<file path="config.mk">
export PLATFORM = sky130hd
export DESIGN_NAME = tt_replace_ctrl
export DESIGN_NICKNAME = d
export VERILOG_FILES = /design/src/rtl/tt_pkg.sv /design/src/rtl/tt_pos_match.sv /design/src/rtl/tt_policy.sv /design/src/rtl/tt_replace_ctrl.sv
export SDC_FILE = /design/constraint.sdc
export NUM_CORES = 1
export LEC_CHECK = 0
export BUFFER_PORTS_ARGS = -buffer_cell sky130_fd_sc_hd__buf_4
export CAP_MARGIN = 0
export CORE_AREA = 2 2 151 153
export CTS_BUF_LIST = sky130_fd_sc_hd__clkbuf_2
export CTS_CLUSTER_DIAMETER = 60
export CTS_CLUSTER_SIZE = 14
export DETAILED_ROUTE_END_ITERATION = 10
export DIE_AREA = 0 0 153 155
export SETUP_SLACK_MARGIN = 0.5
export SYNTH_ARGS = -nofsm -noshare
export SYNTH_HDL_FRONTEND = slang
export SYNTH_SLANG_ARGS = --single-unit
</file>
<file path="constraint.sdc">
create_clock -name clk -period 4.95 [get_ports clk]
set_clock_uncertainty 0.2 [all_clocks]
set_input_delay 0.7425 -clock clk [delete_from_list [all_inputs] [get_ports clk]]
set_output_delay 0.7425 -clock clk [all_outputs]
set_load 0.005 [all_outputs]
</file>
<file path="src/rtl/tt_pkg.sv">
package tt_pkg;

    typedef enum logic [1:0] {
        KIND_EMPTY = 2'd0,
        KIND_HIT   = 2'd1,
        KIND_COLL  = 2'd2
    } tt_kind_e;

    typedef enum logic [1:0] {
        ST_IDLE = 2'd0,
        ST_READ = 2'd1,
        ST_CMP  = 2'd2,
        ST_FIN  = 2'd3
    } tt_state_e;

endpackage

</file>
<file path="src/rtl/tt_pos_match.sv">
// Chunked equality of two position codes; chunks are ANDed together.
module tt_pos_match #(
    parameter int POS_W   = 88,
    parameter int CHUNK_W = 16
) (
    input  logic [POS_W-1:0] code_a,
    input  logic [POS_W-1:0] code_b,
    output logic             equal
);
    localparam int NCHUNK = (POS_W + CHUNK_W - 1) / CHUNK_W;

    logic [NCHUNK-1:0] chunk_eq;

    for (genvar i = 0; i < NCHUNK; i++) begin : g_chunk
        localparam int LO = i * CHUNK_W;
        localparam int HI = ((i + 1) * CHUNK_W > POS_W) ? POS_W - 1 : (i + 1) * CHUNK_W - 1;
        assign chunk_eq[i] = (code_a[HI:LO] == code_b[HI:LO]);
    end

    assign equal = &chunk_eq;
endmodule

</file>
<file path="src/rtl/tt_policy.sv">
// Classifies a lookup and decides whether the slot is written.
module tt_policy
    import tt_pkg::*;
#(
    parameter int EVAL_W  = 8,
    parameter int DEPTH_W = 11
) (
    input  logic               slot_used,
    input  logic               code_equal,
    input  logic [EVAL_W-1:0]  slot_eval,
    input  logic [DEPTH_W-1:0] slot_depth,
    input  logic [EVAL_W-1:0]  new_eval,
    output tt_kind_e           kind,
    output logic               do_write
);
    logic mate_locked;
    logic better;

    always_comb begin
        mate_locked = (slot_depth != '0);
        better      = (new_eval < slot_eval);
        if (!slot_used) begin
            kind     = KIND_EMPTY;
            do_write = 1'b1;
        end else if (code_equal) begin
            kind     = KIND_HIT;
            do_write = 1'b0;
        end else begin
            kind     = KIND_COLL;
            do_write = better && !mate_locked;
        end
    end
endmodule

</file>
<file path="src/rtl/tt_replace_ctrl.sv">
module tt_replace_ctrl
    import tt_pkg::*;
#(
    parameter int IDX_W   = 20,
    parameter int EVAL_W  = 8,
    parameter int DEPTH_W = 11,
    parameter int POS_W   = 88,
    parameter int CHUNK_W = 16,
    localparam int ENTRY_W = 1 + EVAL_W + DEPTH_W + POS_W
) (
    input  logic               clk,
    input  logic               rst_n,
    input  logic               req_valid,
    input  logic [IDX_W-1:0]   req_index,
    input  logic [POS_W-1:0]   req_pos,
    input  logic [EVAL_W-1:0]  req_eval,
    input  logic [DEPTH_W-1:0] req_depth,
    output logic               busy,
    output logic               rsp_valid,
    output logic [1:0]         rsp_kind,
    output logic [EVAL_W-1:0]  rsp_eval,
    output logic [DEPTH_W-1:0] rsp_depth,
    output logic               mem_en,
    output logic               mem_we,
    output logic [IDX_W-1:0]   mem_addr,
    output logic [ENTRY_W-1:0] mem_wdata,
    input  logic [ENTRY_W-1:0] mem_rdata
);
    localparam int DEPTH_LO = POS_W;
    localparam int EVAL_LO  = POS_W + DEPTH_W;
    localparam int FLAG_BIT = ENTRY_W - 1;

    typedef struct packed {
        tt_state_e          st;
        logic [IDX_W-1:0]   idx;
        logic [POS_W-1:0]   pos;
        logic [EVAL_W-1:0]  eval;
        logic [DEPTH_W-1:0] depth;
        tt_kind_e           kind;
        logic [EVAL_W-1:0]  out_eval;
        logic [DEPTH_W-1:0] out_depth;
        logic               wr;
    } regs_t;

    regs_t r_d, r_q;

    // fields of the word returned by the memory
    logic               slot_used;
    logic [EVAL_W-1:0]  slot_eval;
    logic [DEPTH_W-1:0] slot_depth;
    logic [POS_W-1:0]   slot_pos;
    logic               code_equal;
    tt_kind_e           kind_w;
    logic               write_w;

    assign slot_used  = mem_rdata[FLAG_BIT];
    assign slot_eval  = mem_rdata[EVAL_LO +: EVAL_W];
    assign slot_depth = mem_rdata[DEPTH_LO +: DEPTH_W];
    assign slot_pos   = mem_rdata[POS_W-1:0];

    tt_pos_match #(
        .POS_W   (POS_W),
        .CHUNK_W (CHUNK_W)
    ) i_match (
        .code_a (slot_pos),
        .code_b (r_q.pos),
        .equal  (code_equal)
    );

    tt_policy #(
        .EVAL_W  (EVAL_W),
        .DEPTH_W (DEPTH_W)
    ) i_policy (
        .slot_used  (slot_used),
        .code_equal (code_equal),
        .slot_eval  (slot_eval),
        .slot_depth (slot_depth),
        .new_eval   (r_q.eval),
        .kind       (kind_w),
        .do_write   (write_w)
    );

    always_comb begin
        r_d = r_q;
        unique case (r_q.st)
            ST_IDLE: begin
                if (req_valid) begin
                    r_d.st    = ST_READ;
                    r_d.idx   = req_index;
                    r_d.pos   = req_pos;
                    r_d.eval  = req_eval;
                    r_d.depth = req_depth;
                end
            end
            ST_READ: r_d.st = ST_CMP;
            ST_CMP: begin
                r_d.st        = ST_FIN;
                r_d.kind      = kind_w;
                r_d.wr        = write_w;
                r_d.out_eval  = (kind_w == KIND_HIT) ? slot_eval : '0;
                r_d.out_depth = (kind_w == KIND_HIT) ? slot_depth : '0;
            end
            ST_FIN: begin
                r_d.st = ST_IDLE;
                r_d.wr = 1'b0;
            end
            default: r_d.st = ST_IDLE;
        endcase
    end

    always_ff @(posedge clk) begin
        if (!rst_n) r_q <= '0;
        else        r_q <= r_d;
    end

    assign busy      = (r_q.st != ST_IDLE);
    assign rsp_valid = (r_q.st == ST_FIN);
    assign rsp_kind  = r_q.kind;
    assign rsp_eval  = r_q.out_eval;
    assign rsp_depth = r_q.out_depth;
    assign mem_we    = (r_q.st == ST_FIN) && r_q.wr;
    assign mem_en    = (r_q.st == ST_READ) || mem_we;
    assign mem_addr  = r_q.idx;
    assign mem_wdata = {1'b1, r_q.eval, r_q.depth, r_q.pos};
endmodule

</file>
==> results of run 1 <==
## Yosys cell counts (all sizes together) (2+ instances only)
cell / count
a22o: 19
nand2: 257
nand4: 22
nand2b: 2
nor2: 2
xnor2: 80
nand3: 4
a21boi: 128
or2: 2
xor2: 8
inv: 10
nor2b: 4
ha: 12
dfxtp: 151
buf: 157
clkbuf: 37
a21oi: 3
nor4: 10
and2: 2
## cell families (layout without fill, tap and decap cells)
group           count (synthesis)  in the layout
buf+inv                       204            574
simple gates                  306            306
other cells                     1              2
xor+xnor                       88             88
mux                             1              1
fa+ha+maj                      12             12
flops                         151            151
compound gates                157            157
## sequential cells by signal (all words and copies together), names as in the netlist
signal / flops
mem_wdata: 107
mem_addr: 20
rsp_depth: 11
rsp_eval: 8
r_q: 3
rsp_kind: 2
## routing by layer
layer	vias up	track usage (%)	routed length, um
met5	-	0	0
met1	3291	25.36	10900
met4	0	7.628	826
li1	3548	-	-
met2	234	37.37	12970
met3	47	5.348	1389
## report_power, final
group	internal, mW	switching [mW]	total (mW)
clock network	0.197	0.514	0.711
registers	1.34	0.110	1.45
logic	0.522	0.457	0.979
total	2.06	1.08	3.14
## worst max path at each step
| stage | from | endpoint | slack (ns) | cells past startpoint |
|---|---|---|---|---|
| floorplan | mem_rdata[6] | rsp_depth[9] | 2.82 | 7 |
| global placement | mem_rdata[0] | rsp_eval[1] | 1.90 | 8 |
| detailed placement | mem_rdata[0] | rsp_depth[3] | 1.95 | 8 |
| CTS | r_q[149] | mem_en | 2.00 | 4 |
| global route | r_q[150] | mem_en | 1.92 | 4 |
| finish | r_q[150] | mem_en | 2.11 | 4 |
## worst reg2reg max path, cell delays in order, from the launching register on
cell and delay [ns]:
dfxtp_1 0.40, xnor2_1 0.36, nand4_1 0.16, nor4_1 0.50, nand4_1 0.24, nor3_2 0.19
buf_4 0.27, a22o_2 0.18
## cell type report
class	instances	area (sq um)	share of cell area (%)
Clock inverter	15	143.9	1.259
Clock buffer	17	85.08	0.7445
Sequential cell	151	3023	26.45
Inverter	10	37.54	0.3284
Multi-Input combinational cell	565	3431	30.02
Tap cell	285	356.6	3.120
Antenna cell	1	2.502	0.02190
Timing Repair Buffer	532	4349	38.06
## repair_timing
action / 4_1_cts / 5_1_grt
resized for setup: 0 / 0
endpoints found under the hold margin: 136 / 1
hold buffers: 136 / 1
==> metrics.yaml, run 1 <==
status: "completed"
layout_commonest_cell: "buf_4"
startpoint_type: "flip-flop"
slew_headroom_pct: 52.76
vias: 7120
cts.sinks: 151
max-cap-violations: 0
synth_edf_count: 0
track_usage_pct: 21.31
cpPeakStageDelay_ns: 0.40
required_ns: 4.01
cts_tree: "built"
crit_family: "simple AND/OR/NAND/NOR gates"
synth_fa_ha_area_share_pct: 1.928
post_cts_buffers: 0
power_density_nw_per_um2: 274.9
wirelength_um: 26090
global_route.overflow_total: 0
synth_xor_xnor_area_share_pct: 9.896
setup_violations: 0
fin_util_pct: 51.42
syn-num-nets: 1170
setup_tns_ns: 0
leakage_nw: 5.009
crit_chain: "ha_1, and2_1, or2_2, buf_4"
finalCritPeriodShare_pct: 57.44
finalNonFillerCells: 1576
port_buffers: 389
first_global_vias: 7279
ir_worst_vdd_mv: 0.1480
antenna_left: 0
yosys_register_bits: 151
io_pins: 391
r2r_setup_slack_ns: 2.40
drive_gt1_share_pct: 34.88
layout_min_cycle_time_ns: 2.843
firstDrtPassIters: 4
ys_types: 34
synth_area_leaders: "dfxtp_1, buf_4, nand2_1"
num-fill-cells: 2104
synth_top_family_by_area: "buffers and inverters"
place_area_sq_um: 9826
crit_fanout: 4
fmax_mhz: 351.7
routabilityCongestion: 0.8577
worstHoldEndpoint: "mem_wdata[3]"
initial_core_util_pct: 35.04
numPlacedInstances: 1406
fp.dieW_um: 153
cts.path.max_buffers: 2
ys_warn_count: 0
cts.clk_slew.worst_paths_ns: 0.24
antenna_found_initial: 1
die_area_sq_um: 23720
yosys-mux-area-fraction_pct: 0.1285
hpwl_um: 19250
synth_seq_area_share_pct: 38.81
critPathKind: "flip-flop to output pin"
critical_path.slowest_cell: "dfxtp_1"
core_area_sq_um: 22230
layout_common_cells: "buf_4, nand2_1, dfxtp_1"
path_buf_inv: 1
area_growth_pct: 46.73
reg2reg_depth: 7
worst-slew-pin-transition_ns: 0.7086
netlist_area_sq_um: 7789
yosysTopAreaCellShare_pct: 38.81
synthCells: 920
grt_max_degree: 75
syn_area_per_cell_sq_um: 8.466
grt_pass1_wl_um: 39670
worstSkewPairLatency_ns: 0.74
r2r_start: "mem_wdata[5]"
design_area_sq_um: 11430
synth-simple-area-share_pct: 16.32
synth_ff_type: "dfxtp_1"
dp_slack_ns: 1.951
nNetsFinal: 1527
die_y_um: 155
endpoint_kind: "output pin"
finalHoldViolCount: 0
cts-buffers-inserted: 17
final-max-slew-violation-count: 0
yosysTopAreaCell: "dfxtp_1"
worst_slack_ns: 2.107
power_mw: 3.142
worstHoldStart: "req_pos[3]"
whs_path_depth: 3
r2r-end: "rsp_depth[3]"
hold_ws_ns: 0.08684
wl_per_cell_um: 16.56
synth-compound-area-share_pct: 15.60
rsz0062_at_grt: "no"
htreeDepth: 4
vias_per_cell: 4.518
num_rows: 55
drcViolationCount: 0
clock-root-buffer: "clkbuf_2"
hold_path.class: "input pin to flip-flop"
first_iter_violations: 315
synth-async-reset-ratio_pct: 0
critPathArrivalTime_ns: 1.90
No activity file was read; power rests on OpenSTA's default activity.
==> run 2, diff against run 1 <==
==> constraint.sdc (replaced) <==
create_clock -name clk -period 2.85 [get_ports clk]
set_clock_uncertainty 0.2 [all_clocks]
set_input_delay 0.4275 -clock clk [delete_from_list [all_inputs] [get_ports clk]]
set_output_delay 0.4275 -clock clk [all_outputs]
set_load 0.005 [all_outputs]
==> run 2 against run 1 <==
  * Final cell count grew 1.5%
  * Cell area up 3.4%
  * Critical endpoint unchanged
  * Critical path depth is the same
  * First-iteration DRC count decreased by 13%
  * Flip-flop and latch count did not move
  * Core utilization up 1.8 points
  * Setup slack got worse by 1.6 ns
  * Combinational power increased by 88%
  * Non-clock buffer count is 24 higher
==> metrics.yaml, run 2 (synthesized netlist as in run 1, its figures left out) <==
final-max-slew-violation-count: 0  # unchanged
crit_family: "flip-flops"
grt_max_degree: 71  # -5.3%
global_route.overflow_total: 0  # unchanged
drive_gt1_share_pct: 36.61  # +1.7 points
track_usage_pct: 21.73  # +0.42 points
largest_reg_flops: 107  # unchanged
cts.sinks: 151  # unchanged
path_buf_inv: 1  # unchanged
finalCritPeriodShare_pct: 83.84
antenna_left: 0  # unchanged
firstDrtPassIters: 4  # unchanged
worst-slew-pin-transition_ns: 0.5043  # -0.2043 ns
status: "completed"
max-cap-violations: 0  # unchanged
num_rows: 55  # unchanged
drcViolationCount: 0  # unchanged
num-fill-cells: 2088  # -0.76%
grt_pass1_wl_um: 40270  # +1.5%
routabilityCongestion: 0.8901  # +3.8%
leakage_nw: 5.164  # +3.1%
initial_core_util_pct: 35.04  # unchanged
cpPeakStageDelay_ns: 0.42  # +0.02 ns
antenna_found_initial: 3  # +2
required_ns: 2.22  # -1.79 ns
cts.clk_slew.worst_paths_ns: 0.24  # about the same
area_growth_pct: 51.79
numPlacedInstances: 1411  # +0.36%
die_y_um: 155  # unchanged
vias: 7245  # +1.8%
finalHoldViolCount: 0  # unchanged
critical_path.slowest_cell: "dfxtp_4"
fp.dieW_um: 153  # unchanged
worstSkewPairLatency_ns: 0.71  # -0.03 ns
finalNonFillerCells: 1600  # +1.5%
endpoint_kind: "output pin"
power_density_nw_per_um2: 470.0  # +71%
io_pins: 391  # unchanged
wirelength_um: 26670  # +2.2%
port_buffers: 389  # unchanged
vias_per_cell: 4.528  # +0.23%
setup_tns_ns: 0  # unchanged
crit_fanout: 4  # unchanged
layout_common_cells: "buf_4, nand2_1, dlygate4sd3_1"
startpoint_type: "flip-flop"
layout_min_cycle_time_ns: 2.389
core_area_sq_um: 22230  # unchanged
cts.path.max_buffers: 2  # unchanged
hpwl_um: 19520  # +1.4%
htreeDepth: 4  # unchanged
cts-buffers-inserted: 17  # unchanged
rsz0062_at_grt: "yes"
nNetsFinal: 1551  # +1.6%
wl_per_cell_um: 16.67  # +0.69%
ir_worst_vdd_mv: 0.2062  # +39%
setup_violations: 0  # unchanged
die_area_sq_um: 23720  # unchanged
critPathArrivalTime_ns: 1.76  # -0.14 ns
critPathKind: "flip-flop to output pin"
fmax_mhz: 418.5
first_global_vias: 7265  # -0.19%
first_iter_violations: 274  # -13%
slew_headroom_pct: 66.38  # +14 points
layout_commonest_cell: "buf_4"
hold_path.class: "input pin to flip-flop"
crit_chain: "ha_4, and2_4, or2_4, buf_6"
cts_tree: "built"
clock-root-buffer: "clkbuf_2"
-- run 2: cell types whose count changed in the layout (fill, tap and decap cells not counted), moves of 4 or more --
| cell | delta |
|---|---|
| dlygate4sd3_1 | +12 |
| buf_12 | +4 |
| buf_4 | +4 |
| buf_6 | +4 |
| nor4_1 | -4 |
| xnor2_1 | -4 |
| xnor2_2 | +4 |
-- run 2: worst paths after layout --
| kind | start | endpoint | slack [ns] | cells after the start |
|---|---|---|---|---|
| max | r_q[150] | mem_en | 0.46 | 4 |
| min reg2reg | mem_wdata[89] | mem_wdata[89] | 0.28 | 2 |
| min | mem_rdata[25] | rsp_kind[1] | 0.12 | 7 |
| max reg2reg | mem_wdata[31] | rsp_depth[0] | 0.62 | 7 |
-- run 2: repair_timing --
item | 4_1_cts | 5_1_grt
pin swaps | 4 | 8
setup endpoints to repair | 24 | 24
hold buffers | 149 | 0
endpoints found under the hold margin | 150 | 0
gates resized for setup | 18 | 13
buffers inserted | 4 | 3
-- run 2: metrics by stage --
stage	utilization (%)	instance area [sq um]	setup WS, ns	power (mW)	hold WS [ns]
floorplan	-	7789	0.9577	3.508	0.2263
global placement	44.60	9913	0.1364	4.153	0.2502
detailed placement	44.60	9913	0.1756	4.173	0.2579
CTS	52.79	11730	0.3267	5.607	0.03227
global route	53.19	11820	0.3200	5.926	0.1161
finish	53.19	11820	0.4605	5.557	0.1166
-- run 2: worst reg2reg max path, stage by stage, from the launching register on --
cell     delay [ns]
dfxtp_1        0.54
xnor2_1        0.16
nand4_1        0.17
nor4_1         0.38
nand4_1        0.19
nor3_2         0.22
buf_12         0.19
a22o_2         0.14
-- run 2: power breakdown --
group          switching [mW]  total, mW  internal, mW
Clock                   0.920       1.19         0.268
Combinational           0.839       1.84         0.997
Sequential              0.198       2.53          2.33
Total                    1.96       5.56          3.60
-- run 2: routing by layer --
metal  wire (um)  up-vias  part of all wire (%)  track usage (%)
met2       13380      235                    50            37.95
met5          27        -                  0.10                0
met3        1305       54                   4.9            4.373
li1            -     3609                     -                -
met1       11110     3343                    42            26.21
met4         843        4                   3.2            8.951
-- run 2: cell type report --
class | count | area, sq um | area share (%)
repair buffers | 556 | 4624 | 39.12
multi-input cells | 565 | 3542 | 29.96
flip-flops and latches | 151 | 3032 | 25.64
well taps | 285 | 356.6 | 3.016
clock inverters | 15 | 140.1 | 1.185
clock buffers | 17 | 85.08 | 0.7197
inverters | 10 | 40.04 | 0.3387
diodes | 1 | 2.502 | 0.02117
==> run 3, diff against run 2 <==
==> constraint.sdc (replaced) <==
create_clock -name clk -period 2.2 [get_ports clk]
set_clock_uncertainty 0.2 [all_clocks]
set_input_delay 0.33 -clock clk [delete_from_list [all_inputs] [get_ports clk]]
set_output_delay 0.33 -clock clk [all_outputs]
set_load 0.005 [all_outputs]
==> run 3 against run 2 <==
  * The flow now finishes with violations (negative setup slack)
  * Non-clock buffer count up 91
  * Critical path depth up 5
  * Cell area up 29%
  * Largest cell class unchanged
==> metrics.yaml, run 3 (synthesized netlist as in run 1, its figures left out) <==
cp.depth: 9  # +5
antenna_found_initial: 3  # unchanged
area_growth_pct: 95.63
reg2reg_depth: 9  # +2
max-cap-violations: 0  # unchanged
initial_core_util_pct: 35.04  # unchanged
nNetsFinal: 1642  # +5.9%
cpPeakStageDelay_ns: 0.40  # -0.02 ns
htreeDepth: 4  # unchanged
cts.clk_slew.worst_paths_ns: 0.26  # +0.02 ns
r2r_start: "mem_wdata[35]"
whs_path_depth: 7  # unchanged
crit_family: "simple AND/OR/NAND/NOR gates"
core_area_sq_um: 22230  # unchanged
violations: "negative setup slack"
grt_pass1_wl_um: 44130  # +9.6%
status: "finished, violations left"
vias: 8102  # +12%
place_area_sq_um: 9966  # +0.53%
crit_start: "mem_wdata[35]"
fmax_mhz: 424.4
cts_tree: "built"
first_global_vias: 7839  # +7.9%
fin_util_pct: 68.55  # +15 points
global_route.overflow_total: 0  # unchanged
leakage_nw: 6.952  # +35%
first_iter_violations: 331  # +21%
critical_path.slowest_cell: "dfxtp_2"
antenna_left: 0  # unchanged
r2r_setup_slack_ns: -0.16  # -0.78 ns
fp.dieW_um: 153  # unchanged
cts.path.max_buffers: 2  # unchanged
grt_max_degree: 77  # +8.5%
die_y_um: 155  # unchanged
worstSkewPairLatency_ns: 0.74  # +0.03 ns
ir_worst_vdd_mv: 0.3527  # +71%
required_ns: 2.69  # +0.47 ns
track_usage_pct: 23.90  # +2.2 points
endpoint_kind: "flip-flop"
critPathKind: "flip-flop to flip-flop"
hold_path.class: "input pin to flip-flop"
design_area_sq_um: 15240  # +29%
wl_per_cell_um: 20.23  # +21%
clock-root-buffer: "clkbuf_2"
routabilityCongestion: 0.8845  # -0.63%
largest_reg_flops: 107  # unchanged
power_density_nw_per_um2: 624.9  # +33%
drcViolationCount: 0  # unchanged
finalCritPeriodShare_pct: 107.1
port_buffers: 389  # unchanged
crit_end: "rsp_depth[7]"
layout_min_cycle_time_ns: 2.356
final-max-slew-violation-count: 0  # unchanged
vias_per_cell: 4.788  # +5.7%
layout_commonest_cell: "buf_4"
r2r-end: "rsp_depth[7]"
rsz0062_at_grt: "yes"
cts.sinks: 151  # unchanged
die_area_sq_um: 23720  # unchanged
io_pins: 391  # unchanged
finalHoldViolCount: 0  # unchanged
layout_common_cells: "buf_4, dlygate4sd3_1, buf_6"
hpwl_um: 19140  # -2.0%
worst-slew-pin-transition_ns: 0.5142  # +0.009867 ns
cts-buffers-inserted: 17  # unchanged
critPathArrivalTime_ns: 2.84  # +1.08 ns
setup_violations: 23  # +23
num_rows: 55  # unchanged
worst_slack_ns: -0.1563  # -0.6168 ns
wirelength_um: 34230  # +28%
drive_gt1_share_pct: 65.84  # +29 points
path_buf_inv: 3  # +2
firstDrtPassIters: 5  # +1
slew_headroom_pct: 65.72  # -0.66 points
crit_fanout: 5  # +1
crit_chain: "xnor2_2, buf_4, nand4_1, nor4_4, nand3_2, nor3_4, buf_12, clkbuf_16, a22o_2"
startpoint_type: "flip-flop"
run 3: layout make-up:
type | count | area [sq um]
Fill cell | 1586 | 6990
Timing Repair Buffer | 647 | 6545
Multi-Input combinational cell | 565 | 4772
Sequential cell | 151 | 3266
Tap cell | 285 | 356.6
Clock inverter | 14 | 162.7
Clock buffer | 18 | 90.09
Inverter | 10 | 40.04
Antenna cell | 2 | 5.005
run 3: tightest hold or removal path: cells and delay by family:
kind	cells	cell delay, ns
compound gates	1	0.13
xor+xnor	1	0.06
buf+inv	1	0.09
simple gates	4	0.38
run 3: worst min path at each step:
stage | start | to | slack [ns]
detailed placement | rsp_kind[1] | rsp_kind[1] | 0.24
CTS | mem_rdata[80] | rsp_kind[1] | -0.05
finish | mem_rdata[80] | rsp_kind[1] | 0.07
global route | mem_rdata[80] | rsp_kind[1] | 0.05
floorplan | rsp_kind[1] | rsp_kind[1] | 0.23
global placement | rsp_kind[1] | rsp_kind[1] | 0.25
run 3: report_power, final:
group | internal [mW] | switching [mW]
logic | 2.49 | 1.90
clock network | 0.561 | 1.18
registers | 3.07 | 0.311
total | 6.13 | 3.40
run 3: through the flow:
stage          setup TNS (ns)  total power, mW  hold slack, ns  cells  setup WS, ns
6_report               -2.503            9.522         0.07326   1692       -0.1563
5_1_grt                -5.043            9.927         0.04650   1691       -0.2551
4_1_cts                -3.001            8.147        -0.04705   1639       -0.1804
3_5_place_dp           -9.553            5.420          0.2441   1416       -0.4636
3_3_place_gp           -10.31            5.403          0.2505   1416       -0.4914
2_1_floorplan               0            4.564          0.2263    920        0.5022
run 3: layer usage:
| layer | part of all wire, % | global-route usage (%) | vias up |
|---|---|---|---|
| li1 | - | - | 3819 |
| met1 | 39 | 28.15 | 3902 |
| met2 | 53 | 42.88 | 307 |
| met3 | 5.2 | 5.153 | 72 |
| met4 | 3.1 | 8.598 | 2 |
| met5 | 0.038 | 0 | - |
run 3: what timing repair did:
item | CTS | global route
pin swaps | 52 | 208
setup endpoints to repair | 291 | 302
hold buffers | 149 | 0
setup buffers | 31 | 29
hold endpoints to repair | 150 | 0
cloned | 11 | 22
gates resized for setup | 337 | 465
